[src/rtl/cap_pkg.sv]
package cap_pkg;
  typedef enum logic [1:0] {
    CAP_OFF  = 2'd0,
    CAP_RISE = 2'd1,
    CAP_FALL = 2'd2,
    CAP_BOTH = 2'd3
  } cap_mode_e;

  localparam int unsigned SLOTS = 2;
endpackage

[src/rtl/cap_sync_edge.sv]
module cap_sync_edge #(
  parameter int unsigned STAGES = 2
) (
  input  logic clk,
  input  logic rst_n,
  input  logic pin_i,
  output logic rise_o,
  output logic fall_o
);
  logic [STAGES-1:0] chain_q;
  logic              prev_q;

  generate
    for (genvar g = 0; g < STAGES; g++) begin : g_stage
      if (g == 0) begin : g_first
        always_ff @(posedge clk or negedge rst_n) begin
          if (!rst_n) chain_q[0] <= 1'b0;
          else        chain_q[0] <= pin_i;
        end
      end else begin : g_next
        always_ff @(posedge clk or negedge rst_n) begin
          if (!rst_n) chain_q[g] <= 1'b0;
          else        chain_q[g] <= chain_q[g-1];
        end
      end
    end
  endgenerate

  always_ff @(posedge clk or negedge rst_n) begin
    if (!rst_n) prev_q <= 1'b0;
    else        prev_q <= chain_q[STAGES-1];
  end

  assign rise_o = chain_q[STAGES-1] & ~prev_q;
  assign fall_o = ~chain_q[STAGES-1] & prev_q;


  edge_exclusive_chk: assert property (@(posedge clk) disable iff (!rst_n)
    !(rise_o && fall_o));
endmodule

[src/rtl/cap_slot_ctrl.sv]
module cap_slot_ctrl #(
  parameter int unsigned CNT_W = 32
) (
  input  logic             clk,
  input  logic             rst_n,
  input  logic             hit_i,
  input  logic             restart_i,
  input  logic             sel_second_i,
  input  logic [CNT_W-1:0] count_i,
  output logic [CNT_W-1:0] cap_a_o,
  output logic [CNT_W-1:0] cap_b_o,
  output logic             event_o
);
  localparam int unsigned IDX_W = $clog2(cap_pkg::SLOTS + 1);

  logic [IDX_W-1:0] idx_q, idx_eff;
  logic [CNT_W-1:0] cap_a_q, cap_b_q;
  logic             event_q;

  assign idx_eff = restart_i ? '0 : idx_q;

  always_ff @(posedge clk or negedge rst_n) begin
    if (!rst_n) begin
      idx_q   <= '0;
      cap_a_q <= '0;
      cap_b_q <= '0;
      event_q <= 1'b0;
    end else if (hit_i && (idx_eff < IDX_W'(cap_pkg::SLOTS))) begin
      if (idx_eff == '0) cap_a_q <= count_i;
      else               cap_b_q <= count_i;
      idx_q   <= idx_eff + IDX_W'(1);
      event_q <= (idx_eff == IDX_W'(sel_second_i));
    end else begin
      idx_q   <= idx_eff;
      event_q <= 1'b0;
    end
  end

  assign cap_a_o = cap_a_q;
  assign cap_b_o = cap_b_q;
  assign event_o = event_q;


  slot_locked_chk: assert property (@(posedge clk) disable iff (!rst_n)
    (idx_q == IDX_W'(2) && !restart_i) |=> ($stable(cap_a_q) && $stable(cap_b_q)));

  idx_range_chk: assert property (@(posedge clk) disable iff (!rst_n)
    idx_q <= IDX_W'(2));

  event_slot_chk: assert property (@(posedge clk) disable iff (!rst_n)
    event_q |-> (idx_q == ($past(sel_second_i) ? IDX_W'(2) : IDX_W'(1))));

  event_cause_chk: assert property (@(posedge clk) disable iff (!rst_n)
    event_q |-> $past(hit_i));
endmodule

[src/rtl/dual_edge_capture.sv]
module dual_edge_capture #(
  parameter int unsigned CNT_W       = 32,
  parameter int unsigned SYNC_STAGES = 2
) (
  input  logic             clk,
  input  logic             rst_n,
  input  logic             pin_i,
  input  logic [CNT_W-1:0] count_i,
  input  logic [1:0]       mode_i,
  input  logic             dir_in_i,
  input  logic             sel_second_i,
  input  logic             clr_i,
  output logic [CNT_W-1:0] cap_a_o,
  output logic [CNT_W-1:0] cap_b_o,
  output logic             event_o
);
  import cap_pkg::*;

  cap_mode_e mode, mode_q;
  logic      rise, fall, qual, hit, restart;

  assign mode = cap_mode_e'(mode_i);

  cap_sync_edge #(.STAGES(SYNC_STAGES)) u_sync (
    .clk(clk), .rst_n(rst_n), .pin_i(pin_i), .rise_o(rise), .fall_o(fall)
  );

  always_ff @(posedge clk or negedge rst_n) begin
    if (!rst_n) mode_q <= CAP_OFF;
    else        mode_q <= mode;
  end

  always_comb begin
    unique case (mode)
      CAP_RISE: qual = rise;
      CAP_FALL: qual = fall;
      CAP_BOTH: qual = rise | fall;
      default:  qual = 1'b0;
    endcase
  end

  assign hit     = qual & dir_in_i;
  assign restart = clr_i | ((mode_q == CAP_OFF) && (mode != CAP_OFF));

  cap_slot_ctrl #(.CNT_W(CNT_W)) u_slots (
    .clk(clk), .rst_n(rst_n), .hit_i(hit), .restart_i(restart),
    .sel_second_i(sel_second_i), .count_i(count_i),
    .cap_a_o(cap_a_o), .cap_b_o(cap_b_o), .event_o(event_o)
  );


  dir_out_hold_chk: assert property (@(posedge clk) disable iff (!rst_n)
    !dir_in_i |=> ($stable(cap_a_o) && $stable(cap_b_o) && !event_o));

  mode_off_hold_chk: assert property (@(posedge clk) disable iff (!rst_n)
    (mode_i == 2'd0) |=> ($stable(cap_a_o) && $stable(cap_b_o) && !event_o));

  restart_edge_slot_a_chk: assert property (@(posedge clk) disable iff (!rst_n)
    (restart && hit) |=> (cap_a_o == $past(count_i)));
endmodule

[config.mk]
export PLATFORM = sky130hd
export DESIGN_NAME = dual_edge_capture
export DESIGN_NICKNAME = d
export VERILOG_FILES = /design/src/rtl/cap_pkg.sv /design/src/rtl/cap_sync_edge.sv /design/src/rtl/cap_slot_ctrl.sv /design/src/rtl/dual_edge_capture.sv
export SDC_FILE = /design/constraint.sdc
export NUM_CORES = 1
export LEC_CHECK = 0
export ABC_AREA = 0
export BUFFER_PORTS_ARGS = -buffer_cell sky130_fd_sc_hd__clkbuf_2
export CORE_MARGIN = 3
export CORE_UTILIZATION = 52
export DETAILED_ROUTE_END_ITERATION = 12
export PLACE_DENSITY_LB_ADDON = 0.1
export SETUP_SLACK_MARGIN = 0.4
export SYNTH_ARGS = -nofsm -noshare
export SYNTH_HDL_FRONTEND = slang
export SYNTH_HIERARCHICAL = 1
export SYNTH_SLANG_ARGS = --single-unit
[constraint.sdc]
create_clock -name clk -period 2.97 [get_ports clk]
set_clock_uncertainty 0.05 [all_clocks]
set_input_delay 0.594 -clock clk [delete_from_list [all_inputs] [get_ports clk]]
set_output_delay 0.594 -clock clk [all_outputs]
set_load 0.03 [all_outputs]
## Word-level counts from Yosys, hierarchy flattened

Index checks and enable logic that the tools add are counted.

- Register bits: 72
- Input port bits: 40
- Output and inout port bits: 65
- Logic and storage cells: 33

- Order comparisons: 1
- Muxes and demuxes: 4
- Reductions and logical operators: 7
- Bitwise gates (word level): 8
- Equal/unequal tests: 4
- Add/subtract/negate cells: 1

Operators by type and width:

| kind | number |
|---|---|
| $eq A2 B2 Y1 const B | 2 |
| $logic_not A2 Y1 | 2 |
| $mux W2 | 2 |
| $reduce_and A2 Y1 | 2 |
| $and A1 B1 Y1 | 3 |
| $not A1 Y1 | 3 |
| $pmux W1 S3 | 1 |
| $add A2 B1 Y2 const B | 1 |
| $eq A2 B1 Y1 | 1 |
| $eq A2 B1 Y1 const B | 1 |
| $logic_and A1 B1 Y1 | 2 |
| $lt A2 B2 Y1 const B | 1 |
| $or A1 B1 Y1 | 2 |
| $reduce_bool A2 Y1 | 1 |
| $mux W1 | 1 |

## Logic depth before layout (Yosys ltp)

Gate-level depths: netlist of the first run.

- Depth in word-level cells: 7
- Gate-level depth with buffers: 8

## By module

Netlist of the first run, hierarchy kept.

Modules (own cells, without submodules):

| module | sequential area each (µm²) | area each (µm²) | instances | cells an instance |
|---|---|---|---|---|
| cap_slot_ctrl | 1,676.6 | 2,671.3 | 1 | 153 |
| cap_sync_edge | 75.1 | 90.1 | 1 | 5 |
| dual_edge_capture | 50.0 | 83.8 | 1 | 7 |

## Least setup slack after synthesis of the first run

Ideal clock, no wire load.

- Path type: input-to-reg
- Start: input mode_i[1]
- End: register u_slots.cap_b_q[10] (netlist: u_slots/cap_b_o[10])
- Data arrival time: 1.903 ns
- Buffers on the path: 1
- Setup time: 0.125 ns
- Stages: 7
- Path slack: 0.892 ns
- Path through: nor2_1 -> o31ai_2 -> nand2b_2 -> ha_1 -> nand3b_1 -> buf_2 -> mux2_2

- Longest elaborated chain between the ends: 7
- Elaborated cells on any way between the ends: 14
- Classes of those cells: 1 x order compare; 3 x eq/ne; 2 x mux; 3 x bitwise; 5 x reduce/logical

Ends and longest elaborated chain:

| element | line | RTL |
|---|---|---|
| start, declared | dual_edge_capture.sv:9 | `input logic [1:0] mode_i,` |
| $reduce_bool A2 Y1 * | dual_edge_capture.sv:43 | `assign restart = clr_i \| ((mode_q == CAP_OFF) && (mode != CAP_OFF));` |
| $logic_and A1 B1 Y1 * | dual_edge_capture.sv:43 |  |
| $or A1 B1 Y1 * | dual_edge_capture.sv:43 |  |
| named net restart | dual_edge_capture.sv:20 | `logic rise, fall, qual, hit, restart;` |
| $mux W2 * | cap_slot_ctrl.sv:20 | `assign idx_eff = restart_i ? '0 : idx_q;` |
| $lt A2 B2 Y1 or $logic_not A2 Y1 (tied branches) | cap_slot_ctrl.sv:28, cap_slot_ctrl.sv:29 |  |
| $logic_and A1 B1 Y1 or $not A1 Y1 (tied branches) | -- |  |
| $reduce_and A2 Y1 (no line) * | -- |  |
| end signal, assigned | cap_slot_ctrl.sv:30 | `else cap_b_q <= count_i;` |
| end, declared | cap_slot_ctrl.sv:17 | `logic [CNT_W-1:0] cap_a_q, cap_b_q;` |

The timed path passes the listed nets; every way through them passes the cells marked *.
A chain may end at the register's enable or synchronous reset.

## Worst setup path after layout of the first run

- Start: register u_sync.chain_q[1]
- End: register u_slots.cap_a_q[26] (netlist: u_slots/cap_a_o[26])

- Longest elaborated chain between the ends: 7
- Elaborated cells on any way between the ends: 8
- Classes of those cells: 1 x mux; 5 x bitwise; 2 x reduce/logical

Ends and longest elaborated chain:

| element | line | RTL |
|---|---|---|
| start, declared | cap_sync_edge.sv:10 | `logic [STAGES-1:0] chain_q;` |
| start signal, assigned by index | cap_sync_edge.sv:23 | `else chain_q[g] <= chain_q[g-1];` |
| $not A1 Y1 * | cap_sync_edge.sv:35 | `assign fall_o = ~chain_q[STAGES-1] & prev_q;` |
| $and A1 B1 Y1 * | cap_sync_edge.sv:35 |  |
| named net fall | dual_edge_capture.sv:20 |  |
| $or A1 B1 Y1 | dual_edge_capture.sv:37 | `CAP_BOTH: qual = rise \| fall;` |
| $pmux W1 S3 * | dual_edge_capture.sv:34 | `unique case (mode)` |
| $and A1 B1 Y1 * | dual_edge_capture.sv:42 | `assign hit = qual & dir_in_i;` |
| named net hit | dual_edge_capture.sv:20 |  |
| $logic_and A1 B1 Y1 * | cap_slot_ctrl.sv:28 | `end else if (hit_i && (idx_eff < IDX_W'(cap_pkg::SLOTS))) begin` |
| $reduce_and A2 Y1 (no line) * | -- |  |
| end signal, assigned | cap_slot_ctrl.sv:29 | `if (idx_eff == '0) cap_a_q <= count_i;` |
| end, declared | cap_slot_ctrl.sv:17 |  |

Marked as above.

==> results of run 1 <==
[routing by layer]
metal,global-route usage,share of wire,vias up
met5,0,0,-
met4,0.0963,0.020,0
met3,0.0485,0.066,10
met2,0.288,0.48,68
met1,0.237,0.44,880
li1,-,-,812
[path summary, 6_finish.rpt]
| check | from | endpoint | cells after the start |
|---|---|---|---|
| worst min register to register | u_sync/chain_q[0]$_DFF_PN0_ | u_sync/chain_q[1]$_DFF_PN0_ | 0 |
| worst min-delay path | rst_n | u_slots/cap_b_o[12]$_DFFE_PN0P_ | 1 |
| worst max-delay path | u_sync/chain_q[1]$_DFF_PN0_ | u_slots/cap_a_o[26]$_DFFE_PN0P_ | 6 |
| min in group clk | u_sync/chain_q[0]$_DFF_PN0_ | u_sync/chain_q[1]$_DFF_PN0_ | 0 |
| worst max register to register | u_sync/chain_q[1]$_DFF_PN0_ | u_slots/cap_a_o[26]$_DFFE_PN0P_ | 6 |
| max in group asynchronous | rst_n | u_slots/cap_a_o[26]$_DFFE_PN0P_ | 2 |
[sequential cells by signal, indices dropped and copies added, names as in the netlist]
signal,count
u_slots/idx_q,2
u_slots/cap_b_o,32
mode_q,2
u_sync/prev_q,1
u_slots/cap_a_o,32
u_sync/chain_q,2
u_slots/event_o,1
[cells by family (layout without fill, tap and decap cells)]
| family | count (synthesis) | in the layout | share of synthesized area |
|---|---|---|---|
| AO/OA/AOI/OAI | 5 | 5 | 0.0136 |
| flip-flops | 72 | 72 | 0.633 |
| buffers and inverters | 8 | 128 | 0.0224 |
| adder cells (fa/ha/maj) | 1 | 1 | 0.00440 |
| multiplexers | 64 | 64 | 0.293 |
| AND/OR/NAND/NOR | 15 | 15 | 0.0334 |
[synthesized netlist by cell type (2+ instances only)]
| cell | n | area share |
|---|---|---|
| nor2_1 | 2 | 0.0026 |
| buf_2 | 3 | 0.0053 |
| dfrtp_1 | 72 | 0.63 |
| mux2_2 | 34 | 0.13 |
| mux2_4 | 30 | 0.16 |
| nor2b_1 | 4 | 0.0088 |
| nand2_1 | 2 | 0.0026 |
| o21ai_0 | 2 | 0.0035 |
| buf_6 | 4 | 0.016 |
[cell usage in the layout, fill, tap and decap left out]
cell type / Yosys / routed
nor3b_1: 1 / 1
and3_4: 1 / 1
clkbuf_8: 0 / 9
clkbuf_1: 0 / 3
clkinv_2: 0 / 3
buf_2: 3 / 1
nor3_1: 1 / 1
bufinv_16: 0 / 1
nor2_1: 2 / 2
nand3b_1: 1 / 1
nand2_1: 2 / 2
o31a_1: 1 / 1
nor2b_1: 4 / 4
mux2_2: 34 / 34
inv_1: 1 / 1
nand2b_2: 1 / 1
o31ai_2: 1 / 1
a22oi_1: 1 / 1
nand2b_1: 1 / 1
dfrtp_1: 72 / 72
mux2_4: 30 / 30
ha_1: 1 / 1
o21ai_0: 2 / 2
buf_4: 0 / 7
clkbuf_2: 0 / 103
and2b_2: 1 / 1
[power by group]
part / switching [mW] / internal (mW) / total (mW)
logic: 0.576 / 0.356 / 0.932
registers: 0.106 / 1.18 / 1.28
clock network: 0.346 / 0.385 / 0.731
total: 1.03 / 1.92 / 2.95
[per-stage QoR]
step | hold slack, ns | utilization
floorplan | 0.248 | -
global placement | 0.293 | 0.662
detailed placement | 0.300 | 0.662
CTS | 0.113 | 0.697
global route | 0.125 | 0.697
finish | 0.118 | 0.697
[area by class of cell]
| class | count | area [sq um] |
|---|---|---|
| Tap cell | 70 | 87.6 |
| Inverter | 1 | 3.75 |
| Multi-Input combinational cell | 85 | 980 |
| Clock inverter | 4 | 45.0 |
| Sequential cell | 72 | 1800 |
| Clock buffer | 12 | 135 |
| Timing Repair Buffer | 111 | 573 |
| Fill cell | 373 | 1580 |
==> results.py, run 1 <==
metrics = {
    "outcome": {
        "outcome": "complete, no violations",
    },
    "logic_synthesis": {
        "ys_types": 21,
        "yosysWarnings": 6,
        "yosysSeqAreaShare": 0.633,
        "syn_inst": 165,
        "async_reset_ff_frac": 1.00,
        "ys_seq_elements": 72,
        "netlist_area_sq_um": 2850,
        "synth_edf_count": 0,
        "syn_nets": 206,
        "ys.flop_type": "dfrtp_1",
        "syn_avg_cell_area_sq_um": 17.2,
    },
    "floorplan": {
        "num_rows": 26,
        "io_pins": 105,
        "initial_core_util": 0.547,
        "dieWidth_um": 80.0,
        "core-area_sq_um": 5200,
        "die-height_um": 80.0,
        "dieArea_sq_um": 6400,
    },
    "placed_design": {
        "dp_hpwl_um": 4000,
        "routabilityCongestion": 0.706,
        "io_buffer_count": 104,
        "place_ws_ns": 0.529,
        "dp.cells": 339,
        "dpl_cell_area_sq_um": 3450,
    },
    "sta": {
        "finalHoldViolCount": 0,
        "fmax_mhz": 464,
        "rsz0062_at_grt": "false",
        "period_minus_slack_ns": 2.16,
        "drv_slew": 0,
        "post-route-period-util": 0.726,
        "setup_ws_ns": 0.815,
        "worst_pin_slew_ns": 0.440,
        "fin_tns_setup_ns": 0,
        "slew_headroom": 0.707,
        "setup_viol": 0,
    },
    "global_route": {
        "overflow": 0,
        "grt_util_all_layers": 0.185,
        "grt_max_degree": 37,
        "antenna_found_initial": 0,
        "grt_pass1_wl_um": 8660,
        "grt_pass1_vias": 1759,
    },
    "critical_path": {
        "criticalPathCategory": "reg -> reg",
        "end_kind": "flop",
        "cp_data_arrival_time_ns": 2.32,
        "path_buf_inv": 1,
        "r2r_slack_ns": 0.81,
        "cp_slowest_stage_delay_ns": 0.41,
        "critPathSlowestCell": "and3_4",
        "required_ns": 3.14,
        "worstSetupStartpointType": "flop",
        "crit_family": "simple AND/OR/NAND/NOR gates",
        "critical_path.cell_chain": "and2b_2, a22oi_1, nor2b_1, and3_4, buf_4, mux2_4",
        "worstPathMaxFanout": 13,
    },
    "final_layout": {
        "syn_to_final_growth_pct": 27.4,
        "insertedDiodeCount": 0,
        "nets": 321,
        "stdcell_area_sq_um": 3630,
        "stdcell_count": 355,
        "layout-drive-gt1-share": 0.674,
    },
    "clock_tree": {
        "postCtsSetupRepairBufs": 0,
        "cts_buffers": 9,
        "cts_tree": "built",
        "clock_path_buffers": 2,
        "cts_hold_buf": 0,
        "ctsResizeCount": 0,
        "cts.sinks": 72,
        "path_clk_slew_ns": 0.07,
        "clk_latency_ns": 0.33,
        "cts_htree_levels": 3,
        "root_buffer": "clkbuf_8",
    },
    "pwr": {
        "total_power_mw": 2.95,
        "p_per_area_nw_per_um2": 813,
        "power_leakage_nw": 1.93,
        "vdd_drop_max_uv": 481,
    },
    "drt": {
        "wire_per_inst_um": 15.7,
        "drtIter0Drc": 45,
        "dr.pass1.iters": 4,
        "drc": 0,
        "ant_nets": 0,
        "vias": 1770,
        "avgViaCountPerCell": 4.99,
        "wl_um": 5570,
    },
    "run": {
        "maxCapViolations": 0,
    },
    "min_path": {
        "holdCritPathClass": "in -> async",
    },
}
No activity file was read; power rests on OpenSTA's default activity.
==> run 2: changes to the inputs <==
--- a/config.mk
+++ b/config.mk
@@ -8,7 +8,7 @@
 export ABC_AREA = 0
 export BUFFER_PORTS_ARGS = -buffer_cell sky130_fd_sc_hd__clkbuf_2
 export CORE_MARGIN = 3
-export CORE_UTILIZATION = 52
+export CORE_UTILIZATION = 49
 export DETAILED_ROUTE_END_ITERATION = 12
 export PLACE_DENSITY_LB_ADDON = 0.1
 export SETUP_SLACK_MARGIN = 0.4
==> constraint.sdc (replaced) <==
create_clock -name clk -period 2.1 [get_ports clk]
set_clock_uncertainty 0.05 [all_clocks]
set_input_delay 0.42 -clock clk [delete_from_list [all_inputs] [get_ports clk]]
set_output_delay 0.42 -clock clk [all_outputs]
set_load 0.03 [all_outputs]
==> results.py, run 2 (synthesized netlist as in run 1, its figures left out) <==
metrics = {
    "outcome": {
        "outcome": "complete, no violations",
    },
    "pwr": {
        "p_per_area_nw_per_um2": 1100,
        "total_power_mw": 4.44,
        "power_leakage_nw": 2.17,
        "vdd_drop_max_uv": 656,
    },
    "final_layout": {
        "insertedDiodeCount": 0,
        "most-common-layout-cells": "103 x clkbuf_2, 72 x dfrtp_1, 56 x mux2_4",
        "fillCellCount": 389,
        "nets": 333,
        "stdcell_area_sq_um": 4040,
        "layout-drive-gt1-share": 0.707,
        "syn_to_final_growth_pct": 42.1,
        "final_common_cell": "clkbuf_2",
    },
    "critical_path": {
        "end_kind": "flop",
        "worstSetupStartpointType": "flop",
        "reg2reg_from": "mode_q[0]$_DFF_PN0_",
        "r2r_slack_ns": 0.16,
        "criticalPathCategory": "reg -> reg",
        "required_ns": 2.27,
        "critical_path.cell_chain": "o31ai_4, nand2b_4, ha_4, nand3b_1, buf_6, clkbuf_16, mux2_4",
        "endpoint": "u_slots/cap_b_o[7]$_DFFE_PN0P_",
        "worstPathMaxFanout": 7,
        "r2r_cells": 7,
        "crit_family": "flip-flops",
        "critPathSlowestCell": "dfrtp_1",
        "path_depth": 7,
        "path_buf_inv": 2,
        "cp_data_arrival_time_ns": 2.10,
        "rr_endpoint": "u_slots/cap_b_o[7]$_DFFE_PN0P_",
        "cp_slowest_stage_delay_ns": 0.40,
        "critical_path.startpoint": "mode_q[0]$_DFF_PN0_",
    },
    "sta": {
        "setup_viol": 0,
        "post-route-period-util": 0.922,
        "period_minus_slack_ns": 1.94,
        "fmax_mhz": 517,
        "slew_headroom": 0.751,
        "worst_pin_slew_ns": 0.373,
        "drv_slew": 0,
        "rsz0062_at_grt": "true",
        "finalHoldViolCount": 0,
    },
    "global_route": {
        "antenna_found_initial": 0,
        "grt_util_all_layers": 0.175,
        "grt_pass1_wl_um": 8670,
        "grt_pass1_vias": 1746,
        "overflow": 0,
        "grt_max_degree": 73,
    },
    "placed_design": {
        "routabilityCongestion": 0.760,
        "io_buffer_count": 104,
        "dpl_cell_area_sq_um": 3630,
        "dp_hpwl_um": 3850,
    },
    "floorplan": {
        "io_pins": 105,
        "initial_core_util": 0.510,
        "dieArea_sq_um": 6760,
        "num_rows": 27,
        "die-height_um": 82.2,
        "core-area_sq_um": 5570,
        "dieWidth_um": 82.2,
    },
    "drt": {
        "drtIter0Drc": 56,
        "drc": 0,
        "dr.pass1.iters": 4,
        "ant_nets": 0,
        "avgViaCountPerCell": 4.80,
        "vias": 1772,
        "wire_per_inst_um": 16.3,
        "wl_um": 6000,
    },
    "clock_tree": {
        "clock_path_buffers": 2,
        "cts_buffers": 9,
        "cts.sinks": 72,
        "cts_htree_levels": 3,
        "cts_hold_buf": 0,
        "cts_tree": "built",
        "root_buffer": "clkbuf_8",
        "path_clk_slew_ns": 0.08,
        "clk_latency_ns": 0.33,
    },
    "run": {
        "maxCapViolations": 0,
    },
    "min_path": {
        "holdCritPathClass": "in -> async",
    },
}
==> run 2: cell types whose count changed in the layout (fill, tap and decap cells not counted), sizes merged <==
| cell | delta |
|---|---|
| bufinv | +1 |
| clkinvlp | +2 |
| clkinv | -2 |
| buf | +10 |
| clkbuf | +1 |
==> run 2: routing by layer <==
| layer | track usage | vias to the layer above | share of wire |
|---|---|---|---|
| met4 | 0.0930 | 0 | 0.0080 |
| met3 | 0.0531 | 4 | 0.067 |
| li1 | - | 830 | - |
| met1 | 0.238 | 873 | 0.44 |
| met2 | 0.252 | 65 | 0.49 |
| met5 | 0 | - | 0 |
==> run 2: power by group <==
group / switching (mW) / internal, mW / leakage [nW] / total [mW]
clock: 0.499 / 0.700 / 0.106 / 1.20
combinational: 0.827 / 0.587 / 1.16 / 1.41
sequential: 0.163 / 1.67 / 0.904 / 1.83
==> run 2: how the worst min path moves through the flow <==
stage	start	to	slack, ns	cells after the start
global route	rst_n	u_slots/cap_a_o[14]$_DFFE_PN0P_	0.05	2
global placement	u_sync/chain_q[0]$_DFF_PN0_	u_sync/chain_q[1]$_DFF_PN0_	0.29	0
floorplan	rst_n	mode_q[0]$_DFF_PN0_	0.07	0
finish	rst_n	u_slots/cap_a_o[13]$_DFFE_PN0P_	0.05	2
detailed placement	u_sync/chain_q[0]$_DFF_PN0_	u_sync/chain_q[1]$_DFF_PN0_	0.28	0
CTS	rst_n	u_slots/cap_a_o[13]$_DFFE_PN0P_	0.06	2
==> run 2: layout make-up <==
type	instances	area, sq um	area share
well taps	72	90.1	0.0223
clock inverters	5	80.1	0.0198
multi-input cells	85	1120	0.277
flip-flops and latches	72	1800	0.446
clock buffers	11	141	0.0350
inverters	1	3.75	0.000929
repair buffers	123	805	0.199
==> run 2: repair_timing <==
action	in CTS	in global routing
gates cloned	1	2
setup endpoints to repair	64	64
pin swaps	0	2
setup buffers	3	2
gates resized for setup	6	15
==> run 2: through the flow <==
| step | std cells | hold WS, ns | util | setup slack, ns | TNS (ns) |
|---|---|---|---|---|---|
| after global routing | 369 | 0.0498 | 0.725 | 0.115 | 0 |
| after global placement | 345 | 0.288 | 0.652 | 0.0345 | 0 |
| after detailed placement | 345 | 0.285 | 0.652 | -0.0121 | -0.0146 |
| after CTS | 365 | 0.0566 | 0.704 | 0.176 | 0 |
| after floorplan | 165 | 0.0744 | - | 0.211 | 0 |
| final | 369 | 0.0461 | 0.725 | 0.164 | 0 |
